`config.mk`:
```
export PLATFORM = sky130hd
export DESIGN_NAME = local_countdown_timer
export DESIGN_NICKNAME = d
export VERILOG_FILES = /design/src/rtl/ltmr_pkg.sv /design/src/rtl/ltmr_prescaler.sv /design/src/rtl/ltmr_regs.sv /design/src/rtl/ltmr_counter.sv /design/src/rtl/local_countdown_timer.sv
export SDC_FILE = /design/constraint.sdc
export NUM_CORES = 1
export LEC_CHECK = 0
export CAP_MARGIN = 20
export CORE_MARGIN = 2
export CORE_UTILIZATION = 31
export CTS_CLUSTER_SIZE = 16
export DETAILED_ROUTE_END_ITERATION = 12
export PLACE_DENSITY = 0.5
export SLEW_MARGIN = 20
export SYNTH_ARGS = -nofsm -noshare
export SYNTH_HDL_FRONTEND = slang
export SYNTH_SLANG_ARGS = --single-unit
```
`constraint.sdc`:
```
create_clock -name clk -period 9.5 [get_ports clk]
set_clock_uncertainty 0.1 [all_clocks]
set_input_delay 1.9 -clock clk [delete_from_list [all_inputs] [get_ports clk]]
set_output_delay 1.9 -clock clk [all_outputs]
set_load 0.05 [all_outputs]
```
`src/rtl/ltmr_pkg.sv`:
```
package ltmr_pkg;

    typedef enum logic [1:0] {
        ST_IDLE     = 2'd0,
        ST_ONESHOT  = 2'd1,
        ST_PERIODIC = 2'd2
    } tmr_state_e;

    localparam int ADDR_W      = 2;
    localparam int SHIFT_W     = 3;
    localparam int PRE_W       = (1 << SHIFT_W) - 1;
    localparam int BIT_PERIOD  = 17;
    localparam int BIT_MASK    = 16;

    localparam logic [ADDR_W-1:0] A_ENTRY = 2'd0;
    localparam logic [ADDR_W-1:0] A_INIT  = 2'd1;
    localparam logic [ADDR_W-1:0] A_CUR   = 2'd2;
    localparam logic [ADDR_W-1:0] A_DIV   = 2'd3;

    // Divide code {b3,b1,b0} to prescaler shift, wrapping modulo 8.
    function automatic logic [SHIFT_W-1:0] code_to_shift(input logic [SHIFT_W-1:0] code);
        return code + SHIFT_W'(1);
    endfunction

endpackage

```
`src/rtl/ltmr_prescaler.sv`:
```
module ltmr_prescaler
    import ltmr_pkg::*;
(
    input  logic               clk,
    input  logic               rst_n,
    input  logic               clr,
    input  logic               tick_en,
    input  logic [SHIFT_W-1:0] shift,
    output logic               div_tick
);

    logic [PRE_W-1:0] presc_q;
    logic [PRE_W-1:0] low_mask;

    // Bit i of the mask is set when it lies below the selected shift.
    for (genvar i = 0; i < PRE_W; i++) begin : g_mask
        assign low_mask[i] = (SHIFT_W'(i) < shift);
    end

    assign div_tick = tick_en && ((presc_q & low_mask) == low_mask);

    always_ff @(posedge clk) begin
        if (!rst_n) begin
            presc_q <= '0;
        end else if (clr) begin
            presc_q <= '0;
        end else if (tick_en) begin
            presc_q <= presc_q + PRE_W'(1);
        end
    end

    // with a nonzero, unchanged shift, two divided ticks never come back to back.
    p_spread_ticks_r3: assert property (@(posedge clk) disable iff (!rst_n)
        (shift != '0 && $stable(shift) && $past(div_tick)) |-> !div_tick);

endmodule

```
`src/rtl/ltmr_regs.sv`:
```
module ltmr_regs
    import ltmr_pkg::*;
#(
    parameter int DATA_W = 32,
    parameter int CNT_W  = 32,
    parameter int VEC_W  = 8
) (
    input  logic               clk,
    input  logic               rst_n,
    input  logic               we,
    input  logic [ADDR_W-1:0]  addr,
    input  logic [DATA_W-1:0]  wdata,
    input  logic [CNT_W-1:0]   cur_count,
    output logic [DATA_W-1:0]  rdata,
    output logic               init_wr,
    output logic               entry_wr,
    output logic               new_periodic,
    output logic [CNT_W-1:0]   load_val,
    output logic [CNT_W-1:0]   init_val,
    output logic               periodic,
    output logic               masked,
    output logic [VEC_W-1:0]   vector,
    output logic [SHIFT_W-1:0] div_code
);

    logic [CNT_W-1:0]   init_q;
    logic               per_q;
    logic               mask_q;
    logic [VEC_W-1:0]   vec_q;
    logic [SHIFT_W-1:0] div_q;

    assign init_wr      = we && (addr == A_INIT);
    assign entry_wr     = we && (addr == A_ENTRY);
    assign new_periodic = wdata[BIT_PERIOD];
    assign load_val     = wdata[CNT_W-1:0];

    always_ff @(posedge clk) begin
        if (!rst_n) begin
            init_q <= '0;
            per_q  <= 1'b0;
            mask_q <= 1'b1;
            vec_q  <= '0;
            div_q  <= '0;
        end else if (we) begin
            unique case (addr)
                A_ENTRY: begin
                    per_q  <= wdata[BIT_PERIOD];
                    mask_q <= wdata[BIT_MASK];
                    vec_q  <= wdata[VEC_W-1:0];
                end
                A_INIT:  init_q <= wdata[CNT_W-1:0];
                A_DIV:   div_q  <= {wdata[3], wdata[1], wdata[0]};
                default: ;
            endcase
        end
    end

    always_comb begin
        rdata = '0;
        unique case (addr)
            A_ENTRY: begin
                rdata[BIT_PERIOD] = per_q;
                rdata[BIT_MASK]   = mask_q;
                rdata[VEC_W-1:0]  = vec_q;
            end
            A_INIT:  rdata[CNT_W-1:0] = init_q;
            A_CUR:   rdata[CNT_W-1:0] = cur_count;
            A_DIV: begin
                rdata[3] = div_q[2];
                rdata[1] = div_q[1];
                rdata[0] = div_q[0];
            end
            default: ;
        endcase
    end

    assign init_val = init_q;
    assign periodic = per_q;
    assign masked   = mask_q;
    assign vector   = vec_q;
    assign div_code = div_q;

endmodule

```
`src/rtl/ltmr_counter.sv`:
```
module ltmr_counter
    import ltmr_pkg::*;
#(
    parameter int CNT_W = 32,
    parameter int VEC_W = 8
) (
    input  logic             clk,
    input  logic             rst_n,
    input  logic             div_tick,
    input  logic             init_wr,
    input  logic [CNT_W-1:0] load_val,
    input  logic             entry_wr,
    input  logic             new_periodic,
    input  logic [CNT_W-1:0] init_val,
    input  logic             periodic,
    input  logic             masked,
    input  logic [VEC_W-1:0] vector,
    output logic [CNT_W-1:0] cur_count,
    output logic             irq_pulse,
    output logic [VEC_W-1:0] irq_vector
);

    localparam logic [CNT_W-1:0] ONE = CNT_W'(1);

    tmr_state_e       st_q, st_nx;
    logic [CNT_W-1:0] cnt_q, cnt_nx;
    logic             fire;
    logic             irq_q;
    logic [VEC_W-1:0] vec_q;

    always_comb begin
        st_nx  = st_q;
        cnt_nx = cnt_q;
        fire   = 1'b0;
        if (init_wr) begin
            // LOAD
            cnt_nx = load_val;
            if (load_val == '0)  st_nx = ST_IDLE;
            else if (periodic)   st_nx = ST_PERIODIC;
            else                 st_nx = ST_ONESHOT;
        end else begin
            if (div_tick) begin
                unique case (st_q)
                    ST_IDLE: begin
                        if (cnt_q != '0) cnt_nx = cnt_q - ONE;
                    end
                    ST_ONESHOT: begin
                        if (cnt_q != '0) begin
                            cnt_nx = cnt_q - ONE;
                        end else begin
                            // EXPIRE
                            fire  = 1'b1;
                            st_nx = ST_IDLE;
                        end
                    end
                    ST_PERIODIC: begin
                        if (cnt_q != '0) begin
                            cnt_nx = cnt_q - ONE;
                        end else begin
                            // WRAP
                            cnt_nx = init_val;
                            fire   = 1'b1;
                        end
                    end
                    default: st_nx = ST_IDLE;
                endcase
            end
            if (entry_wr) begin
                // REARM / DISARM
                if (new_periodic)
                    st_nx = (init_val != '0) ? ST_PERIODIC : ST_IDLE;
                else
                    st_nx = (st_nx != ST_IDLE && cnt_nx != '0) ? ST_ONESHOT : ST_IDLE;
            end
        end
    end

    // State register
    always_ff @(posedge clk) begin
        if (!rst_n) begin
            st_q  <= ST_IDLE;
            cnt_q <= '0;
        end else begin
            st_q  <= st_nx;
            cnt_q <= cnt_nx;
        end
    end

    // Outputs
    always_ff @(posedge clk) begin
        if (!rst_n) begin
            irq_q <= 1'b0;
            vec_q <= '0;
        end else begin
            irq_q <= fire && !masked;
            if (fire) vec_q <= vector;
        end
    end

    assign cur_count  = cnt_q;
    assign irq_pulse  = irq_q;
    assign irq_vector = vec_q;

    // a request lasts exactly one cycle.
    p_single_pulse_r10: assert property (@(posedge clk) disable iff (!rst_n)
        irq_pulse |=> !irq_pulse);

    // no request leaves while the entry was masked.
    p_mask_blocks_r7: assert property (@(posedge clk) disable iff (!rst_n)
        irq_pulse |-> !$past(masked));

    // a one-shot expiry leaves the count at zero with nothing pending.
    p_oneshot_zero_r5: assert property (@(posedge clk) disable iff (!rst_n)
        (irq_pulse && $past(st_q) == ST_ONESHOT && !$past(entry_wr))
            |-> (cur_count == '0 && st_q == ST_IDLE));

    // a periodic expiry reloads the initial count.
    p_periodic_reload_r4: assert property (@(posedge clk) disable iff (!rst_n)
        (irq_pulse && $past(st_q) == ST_PERIODIC) |-> cur_count == $past(init_val));

    // the count only rises on a load or on a periodic wrap.
    p_count_monotone_r4: assert property (@(posedge clk) disable iff (!rst_n)
        (cur_count > $past(cur_count))
            |-> ($past(init_wr) || ($past(st_q) == ST_PERIODIC && $past(cur_count) == '0)));

endmodule

```
`src/rtl/local_countdown_timer.sv`:
```
module local_countdown_timer
    import ltmr_pkg::*;
#(
    parameter int DATA_W = 32,
    parameter int CNT_W  = 32,
    parameter int VEC_W  = 8
) (
    input  logic              clk,
    input  logic              rst_n,
    input  logic              tick_en,
    input  logic              reg_we,
    input  logic [1:0]        reg_addr,
    input  logic [DATA_W-1:0] reg_wdata,
    output logic [DATA_W-1:0] reg_rdata,
    output logic              irq_pulse,
    output logic [VEC_W-1:0]  irq_vector
);

    logic               init_wr, entry_wr, new_periodic;
    logic [CNT_W-1:0]   load_val, init_val, cur_count;
    logic               periodic, masked, div_tick;
    logic [VEC_W-1:0]   vector;
    logic [SHIFT_W-1:0] div_code, shift;

    assign shift = code_to_shift(div_code);

    ltmr_regs #(.DATA_W(DATA_W), .CNT_W(CNT_W), .VEC_W(VEC_W)) u_regs (
        .clk(clk), .rst_n(rst_n), .we(reg_we), .addr(reg_addr), .wdata(reg_wdata),
        .cur_count(cur_count), .rdata(reg_rdata), .init_wr(init_wr), .entry_wr(entry_wr),
        .new_periodic(new_periodic), .load_val(load_val), .init_val(init_val),
        .periodic(periodic), .masked(masked), .vector(vector), .div_code(div_code)
    );

    ltmr_prescaler u_presc (
        .clk(clk), .rst_n(rst_n), .clr(init_wr), .tick_en(tick_en),
        .shift(shift), .div_tick(div_tick)
    );

    ltmr_counter #(.CNT_W(CNT_W), .VEC_W(VEC_W)) u_cnt (
        .clk(clk), .rst_n(rst_n), .div_tick(div_tick), .init_wr(init_wr),
        .load_val(load_val), .entry_wr(entry_wr), .new_periodic(new_periodic),
        .init_val(init_val), .periodic(periodic), .masked(masked), .vector(vector),
        .cur_count(cur_count), .irq_pulse(irq_pulse), .irq_vector(irq_vector)
    );

    // an initial-count write shows up as the current count next cycle.
    p_restart_load_r8: assert property (@(posedge clk) disable iff (!rst_n)
        init_wr |=> cur_count == $past(load_val));

endmodule

```
==> results_dict.tcl, run 1 <==
set metrics [dict create \
    drt-total-wl_mm 21.6 \
    yosysWarnings 0 \
    tns_ns 0 \
    period_needed_ns 6.58 \
    clk-insertion-delay-late_ns 0.36 \
    drtIter0Drc 667 \
    globalRouteOverflowTotal 0 \
    ios 79 \
    path_clk_slew_ns 0.07 \
    drive_gt1_share_pct 5.64 \
    slew_violations 0 \
    vias 6191 \
    max_freq_ghz 0.152 \
    track_usage_pct 21.4 \
    hp-class "reg2reg" \
    maxCapViolCount 0 \
    place_hpwl_mm 15.5 \
    synth_seq_cells 95 \
    dieArea_um2 20400 \
    post_cts_resized 0 \
    grt_pass1_wl_mm 33.9 \
    root_buffer "clkbuf_16" \
    synth_fp_nets 832 \
    detailedRoute.firstPassIterationCount 8 \
    cts_buffer_depth 2 \
    yosysUniqueCellTypes 65 \
    synthArstFlopShare_pct 0 \
    worstMarginPinSlew_ns 1.08 \
    ys_seq_area_share_pct 31.9 \
    rsz0062_at_grt "false" \
    die_x_um 143 \
    slew_headroom_pct 27.4 \
    power.leakage_nw 2.49 \
    port_buffers 78 \
    grt_max_degree 90 \
    drt.antenna.violating_nets 0 \
    worstSetupStartpointType "input pin" \
    synth.area.top_cells "dfxtp_1 (32%), a21boi_0 (8.3%), nand2_1 (8.3%), nor2_1 (3.6%), nor2b_1 (3.6%)" \
    fin_nets 880 \
    yosysTopAreaCell "dfxtp_1" \
    die_h_um 143 \
    avgSynthCellArea_um2 7.65 \
    rows 50 \
    min_period_over_period_pct 69.2 \
    post-cts-setup-buffer-count 0 \
    cp_max_fo 23 \
    outcome "completed" \
    wl_per_cell_um 19.7 \
    place.gp.congestion 0.911 \
    ir_drop_v 0.0000969 \
    hold_violations 0 \
    syn2layout_area_growth_pct 21.2 \
    synth_ff_type "dfxtp_1" \
    syn_inst 780 \
    via_per_inst 5.66 \
    syn-cell-area_um2 5970 \
    criticalPathCategory "in2out" \
    start_util_pct 31.7 \
    fp.coreArea_um2 18800 \
    synth_top_area_share_pct 31.9 \
    p_per_area_nw_per_um2 167 \
    cts_tree "done" \
    fin_area_um2 7240 \
    worstPathRequired_ns 7.50 \
    finalSetupViolations 0 \
    cts_hold_buf 0 \
    dp_cells 1077 \
    fill_cells 1932 \
    cts-buffers-inserted 9 \
    grt_pass1_vias 5820 \
    htreeDepth 3 \
    stdcell_count 1094 \
    antenna_found_initial 0 \
    postPlaceCellArea_um2 6950 \
    synth_edf_count 0 \
    drc 0 \
    cts.sinks 95 \
    arrival_ns 4.58 \
    end_kind "output port" \
]
flip-flops by register name, indices dropped and copies added, names as in the netlist, 2 cells and up:
name / flops
u_presc.presc_q: 7
u_cnt.st_q: 2
u_regs.div_code: 3
u_cnt.cur_count: 32
u_regs.vector: 8
u_cnt.irq_vector: 8
u_regs.init_val: 32
kinds of logic (layout without fill, tap and decap cells):
logic type | Yosys count | after routing | share of synthesized area [%]
buf+inv | 66 | 119 | 4.65
simple gates | 348 | 348 | 29.1
other cells | 0 | 1 | 0
compound gates | 233 | 233 | 27.5
xor+xnor | 7 | 7 | 1.03
flops | 95 | 95 | 31.9
fa+ha+maj | 14 | 14 | 2.93
mux | 17 | 17 | 2.98
critical path, stage by stage:
cell	delay (ns)
clkdlybuf4s50_1	0.55
inv_1	0.11
ha_1	0.90
nor2b_1	0.27
clkdlybuf4s50_1	0.84
cell usage in the layout, fill, tap and decap left out, types with 15 or more instances in the layout:
| cell type | n |
|---|---|
| nand4_1 | 15 |
| o21ai_0 | 41 |
| a21boi_0 | 66 |
| nand3_1 | 16 |
| clkdlybuf4s50_1 | 77 |
| dfxtp_1 | 95 |
| nor3_1 | 22 |
| nand2_1 | 131 |
| nor4_1 | 26 |
| a22oi_1 | 23 |
| a21oi_1 | 30 |
| nor2_1 | 58 |
| nor2b_1 | 34 |
final timing paths:
kind / startpoint / to / slack [ns] / depth (start not counted)
max: reg_addr[0] / reg_rdata[18] / 2.92 / 5
min: u_regs.vector[4]$_SDFFE_PN0P_ / u_regs.vector[4]$_SDFFE_PN0P_ / 0.39 / 2
max reg2reg: u_cnt.cur_count[6]$_SDFF_PN0_ / u_cnt.st_q[0]$_SDFF_PN0_ / 5.42 / 9
min reg2reg: u_regs.vector[4]$_SDFFE_PN0P_ / u_regs.vector[4]$_SDFFE_PN0P_ / 0.39 / 2
layer usage:
metal,global-route usage [%],part of all wire [%],vias up
met4,5.05,1.8,0
met2,34.6,46,232
li1,-,-,2940
met1,30.0,46,2989
met3,3.35,6.1,30
met5,0,0,-
stage by stage:
stage	hold slack, ns	setup slack, ns	utilization (%)	power (mW)
floorplan	0.316	3.98	-	0.726
finish	0.387	2.92	38.4	1.21
detailed placement	0.376	2.92	36.9	0.850
global placement	0.372	3.05	36.9	0.846
global route	0.411	2.82	38.4	1.27
CTS	0.386	2.91	38.4	1.21
layout make-up:
type	instances	area [µm²]	share of cell area, %
diodes	1	2.50	0.0346
clock buffers	9	225	3.11
clock inverters	7	62.6	0.865
inverters	14	52.6	0.726
multi-input cells	619	3810	52.6
flip-flops and latches	95	1900	26.3
well taps	260	325	4.50
repair buffers	89	858	11.9
synth_stat cells, types with 2 or more instances:
cell type / count
a21o_1: 2
nor2_1: 58
nand2_1: 132
o32a_1: 2
a31oi_1: 2
o211ai_1: 9
o41ai_1: 2
o31ai_1: 2
buf_1: 4
o211a_1: 3
nor4_4: 3
o22ai_1: 8
a21boi_0: 66
nand2b_1: 6
a22oi_1: 23
mux2i_1: 14
a2bb2oi_1: 4
or3_1: 6
buf_2: 6
inv_1: 14
xor2_1: 6
o21a_1: 3
mux2_1: 2
nand3_1: 16
and3_1: 2
nor2b_1: 34
buf_6: 3
o21ai_0: 41
ha_1: 14
a21oi_1: 30
nor3_1: 22
o221a_2: 4
a222oi_1: 10
clkbuf_1: 39
nor3b_1: 2
and2_1: 12
dfxtp_1: 95
a211oi_1: 9
a32oi_1: 2
nor2_2: 2
nor4_1: 26
or4_1: 3
nand4_1: 15
report_power, final:
group / switching (mW) / total [mW] / leakage [nW] / internal (mW)
clock network: 0.175 / 0.359 / 0.144 / 0.183
registers: 0.0325 / 0.449 / 0.772 / 0.417
logic: 0.249 / 0.401 / 1.57 / 0.151
No activity file was read; power rests on OpenSTA's default activity.
==> run 2: changes to the inputs <==
PLACE_DENSITY = 0.52   (was 0.5)
clock period = 6 ns   (was 9.5 ns; I/O delays follow)
==> results_dict.tcl, run 2 (same netlist as run 1, synthesis figures left out) <==
set metrics [dict create \
    cts-buffers-inserted 9 \
    reg2regPathDepth 9 \
    drive_gt1_share_pct 6.09 \
    start_util_pct 31.7 \
    rsz0062_at_grt "false" \
    fin_area_um2 7290 \
    post_cts_resized 0 \
    tns_ns 0 \
    ios 79 \
    arrival_ns 4.09 \
    place_hpwl_mm 15.5 \
    drt.antenna.violating_nets 0 \
    cts_hold_buf 0 \
    holdPathStages 2 \
    globalRouteOverflowTotal 0 \
    drtIter0Drc 627 \
    stdcell_count 1097 \
    final_common_cell "nand2_1" \
    htreeDepth 3 \
    whs_ns 0.384 \
    antenna_found_initial 0 \
    track_usage_pct 21.4 \
    dp_cells 1081 \
    path_clk_slew_ns 0.07 \
    min_period_over_period_pct 89.8 \
    syn2layout_area_growth_pct 22.0 \
    cp_max_fo 22 \
    grt_pass1_vias 5891 \
    die_x_um 143 \
    dieArea_um2 20400 \
    hp-class "reg2reg" \
    root_buffer "clkbuf_16" \
    cts_buffer_depth 2 \
    worstPathRequired_ns 4.70 \
    wl_per_cell_um 19.5 \
    period_needed_ns 5.39 \
    criticalPathCategory "in2out" \
    slew_headroom_pct 28.4 \
    place.gp.congestion 0.918 \
    postPlaceCellArea_um2 6980 \
    vias 6079 \
    worstMarginPinSlew_ns 1.07 \
    drt-total-wl_mm 21.3 \
    end_kind "output port" \
    grt_pass1_wl_mm 33.7 \
    slew_violations 0 \
    grt_max_degree 59 \
    hold_violations 0 \
    max_freq_ghz 0.186 \
    outcome "completed" \
    fin_nets 884 \
    die_h_um 143 \
    rows 50 \
    diodes 0 \
    p_per_area_nw_per_um2 270 \
    worstSetupStartpointType "input pin" \
    finalPower_mw 1.96 \
    fp.coreArea_um2 18800 \
    finalSetupViolations 0 \
    layout_common_cells "nand2_1 (131), dfxtp_1 (95), clkdlybuf4s50_1 (77)" \
    ir_drop_v 0.000139 \
    clk-insertion-delay-late_ns 0.36 \
    post-cts-setup-buffer-count 0 \
    cts.sinks 95 \
    drc 0 \
    power.leakage_nw 2.52 \
    maxCapViolCount 0 \
    cts_tree "done" \
    detailedRoute.firstPassIterationCount 5 \
    port_buffers 78 \
    via_per_inst 5.54 \
]
run 2: critical path, stage by stage:
cell and delay (ns):
clkdlybuf4s50_1 0.47, inv_1 0.12, ha_1 0.87, buf_4 0.37
a22oi_1 0.11, nor2b_1 0.13, clkdlybuf4s50_1 0.81
run 2: layout make-up:
| type | instances | area [µm²] |
|---|---|---|
| fill | 1994 | 11500 |
| multi-input combinational | 619 | 3810 |
| sequential | 95 | 1900 |
| timing repair buffer | 93 | 888 |
| tap | 260 | 325 |
| clock buffer | 10 | 239 |
| clock inverter | 6 | 72.6 |
| inverter | 14 | 52.6 |
run 2: worst paths after layout:
kind,startpoint,to,slack [ns]
max reg2reg,u_cnt.cur_count[6]$_SDFF_PN0_,u_cnt.st_q[0]$_SDFF_PN0_,1.94
min reg2reg,u_regs.vector[3]$_SDFFE_PN0P_,u_regs.vector[3]$_SDFFE_PN0P_,0.38
min,u_regs.vector[3]$_SDFFE_PN0P_,u_regs.vector[3]$_SDFFE_PN0P_,0.38
max,reg_addr[1],reg_rdata[20],0.61
run 2: power breakdown:
group | switching [mW] | leakage [nW] | total (mW) | internal, mW
Combinational | 0.392 | 1.59 | 0.635 | 0.243
Clock | 0.277 | 0.156 | 0.619 | 0.342
Sequential | 0.0505 | 0.772 | 0.710 | 0.659
Total | 0.720 | 2.52 | 1.96 | 1.24
run 2: routing by layer:
| layer | vias up | global-route usage (%) | wire length, µm |
|---|---|---|---|
| li1 | 2947 | - | - |
| met3 | 41 | 2.95 | 1090 |
| met1 | 2882 | 30.5 | 10100 |
| met5 | - | 0 | 0 |
| met4 | 0 | 7.09 | 501 |
| met2 | 209 | 33.2 | 9630 |
run 2: through the flow:
step,utilization [%],setup slack [ns]
after floorplan,-,1.88
after CTS,38.7,0.638
final,38.7,0.610
after global routing,38.7,0.464
after detailed placement,37.0,0.643
after global placement,37.0,0.693
==> run 3: changes to the inputs <==
==> constraint.sdc (replaced) <==
create_clock -name clk -period 6 [get_ports clk]
set_clock_uncertainty 0.1 [all_clocks]
set_input_delay 0.6 -clock clk [delete_from_list [all_inputs] [get_ports clk]]
set_output_delay 0.6 -clock clk [all_outputs]
set_load 0.05 [all_outputs]
==> results_dict.tcl, run 3 (same netlist as run 1, synthesis figures left out) <==
set metrics [dict create \
    detailedRoute.firstPassIterationCount 5 \
    place.gp.congestion 0.916 \
    holdPathStages 2 \
    worstPathRequired_ns 5.30 \
    rows 50 \
    outcome "completed" \
    worstMarginPinSlew_ns 0.977 \
    tns_ns 0 \
    fill_cells 2013 \
    syn2layout_area_growth_pct 21.4 \
    grt_pass1_vias 5764 \
    p_per_area_nw_per_um2 267 \
    die_h_um 143 \
    hold_violations 0 \
    period_needed_ns 3.84 \
    htreeDepth 3 \
    drt.antenna.violating_nets 0 \
    ir_drop_v 0.000161 \
    globalRouteOverflowTotal 0 \
    criticalPathCategory "in2out" \
    whs_ns 0.381 \
    cts_buffer_depth 2 \
    via_per_inst 5.59 \
    wl_per_cell_um 19.6 \
    worstSetupStartpointType "input pin" \
    rsz0062_at_grt "false" \
    ios 79 \
    cts.sinks 95 \
    track_usage_pct 21.6 \
    antenna_found_initial 0 \
    drtIter0Drc 554 \
    multiInputGateArea_um2 3810 \
    fp.coreArea_um2 18800 \
    regArea_um2 1900 \
    finalSetupViolations 0 \
    path_clk_slew_ns 0.07 \
    cts-buffers-inserted 9 \
    cts_tree "done" \
    grt_pass1_wl_mm 33.8 \
    vias 6114 \
    port_buffers 78 \
    slew_violations 0 \
    start_util_pct 31.7 \
    cp_max_fo 22 \
    clk-insertion-delay-late_ns 0.37 \
    layout_common_cells "nand2_1 (131), dfxtp_1 (95), clkdlybuf4s50_1 (77)" \
    arrival_ns 3.14 \
    drc 0 \
    slew_headroom_pct 34.7 \
    grt_max_degree 60 \
    end_kind "output port" \
    root_buffer "clkbuf_16" \
    die_x_um 143 \
    fin_nets 880 \
    drt-total-wl_mm 21.4 \
    diodes 0 \
    maxCapViolCount 0 \
    drive_gt1_share_pct 5.64 \
    post_cts_resized 0 \
    post-cts-setup-buffer-count 0 \
    hp-class "reg2reg" \
    reg2regPathDepth 10 \
    final_common_cell "nand2_1" \
    min_period_over_period_pct 64.1 \
    dieArea_um2 20400 \
    power.leakage_nw 2.49 \
    cts_hold_buf 0 \
    max_freq_ghz 0.260 \
    place_hpwl_mm 15.5 \
]
[run 3: changes by cell type in the layout (fill, tap and decap cells not counted), sizes merged]
| cell | previous run | this run |
|---|---|---|
| buf | 16 | 12 |
| clkbuf | 10 | 9 |
| bufinv | 1 | 0 |
| clkinv | 1 | 2 |
| clkinvlp | 0 | 1 |
[run 3: final timing paths]
kind                                                      from                             to  slack [ns]
worst max-delay path                               reg_addr[0]                  reg_rdata[18]        2.16
worst min-delay path             u_regs.vector[1]$_SDFFE_PN0P_  u_regs.vector[1]$_SDFFE_PN0P_        0.38
worst max register to register  u_cnt.cur_count[21]$_SDFF_PN0_       u_cnt.st_q[0]$_SDFF_PN0_        2.23
worst min register to register   u_regs.vector[1]$_SDFFE_PN0P_  u_regs.vector[1]$_SDFFE_PN0P_        0.38
[run 3: metal layers]
layer / vias to the layer above / share of wire [%] / global-route usage [%]
met3: 28 / 6.4 / 4.23
met1: 2911 / 47 / 31.1
met5: - / 0 / 0
met2: 236 / 44 / 32.8
li1: 2939 / - / -
met4: 0 / 2.0 / 5.84
[run 3: power by group]
group | internal (mW) | switching [mW]
Clock | 0.296 | 0.291
Combinational | 0.241 | 0.395
Sequential | 0.659 | 0.0505
Total | 1.20 | 0.737
[run 3: cell type report]
cell class              instances  share of cell area [%]
clock inverters                 7                    1.04
repair buffers                 89                    11.8
inverters                      14                   0.725
flip-flops and latches         95                    26.2
multi-input cells             619                    52.6
clock buffers                   9                    3.11
well taps                     260                    4.49
[run 3: metrics by stage]
stage	util, %	area (µm²)	total power [mW]	cells	setup slack (ns)
after global routing	38.5	7250	2.05	1093	1.96
after floorplan	-	5970	1.15	780	2.88
after global placement	36.9	6940	1.35	1077	2.02
final	38.5	7250	1.93	1093	2.16
after CTS	38.5	7240	1.94	1093	2.09
after detailed placement	36.9	6940	1.35	1077	1.88
[run 3: worst max-delay path: stages]
cell	delay, ns
clkdlybuf4s50_1	0.54
inv_1	0.10
ha_1	0.85
nor2b_1	0.23
clkdlybuf4s50_1	0.82
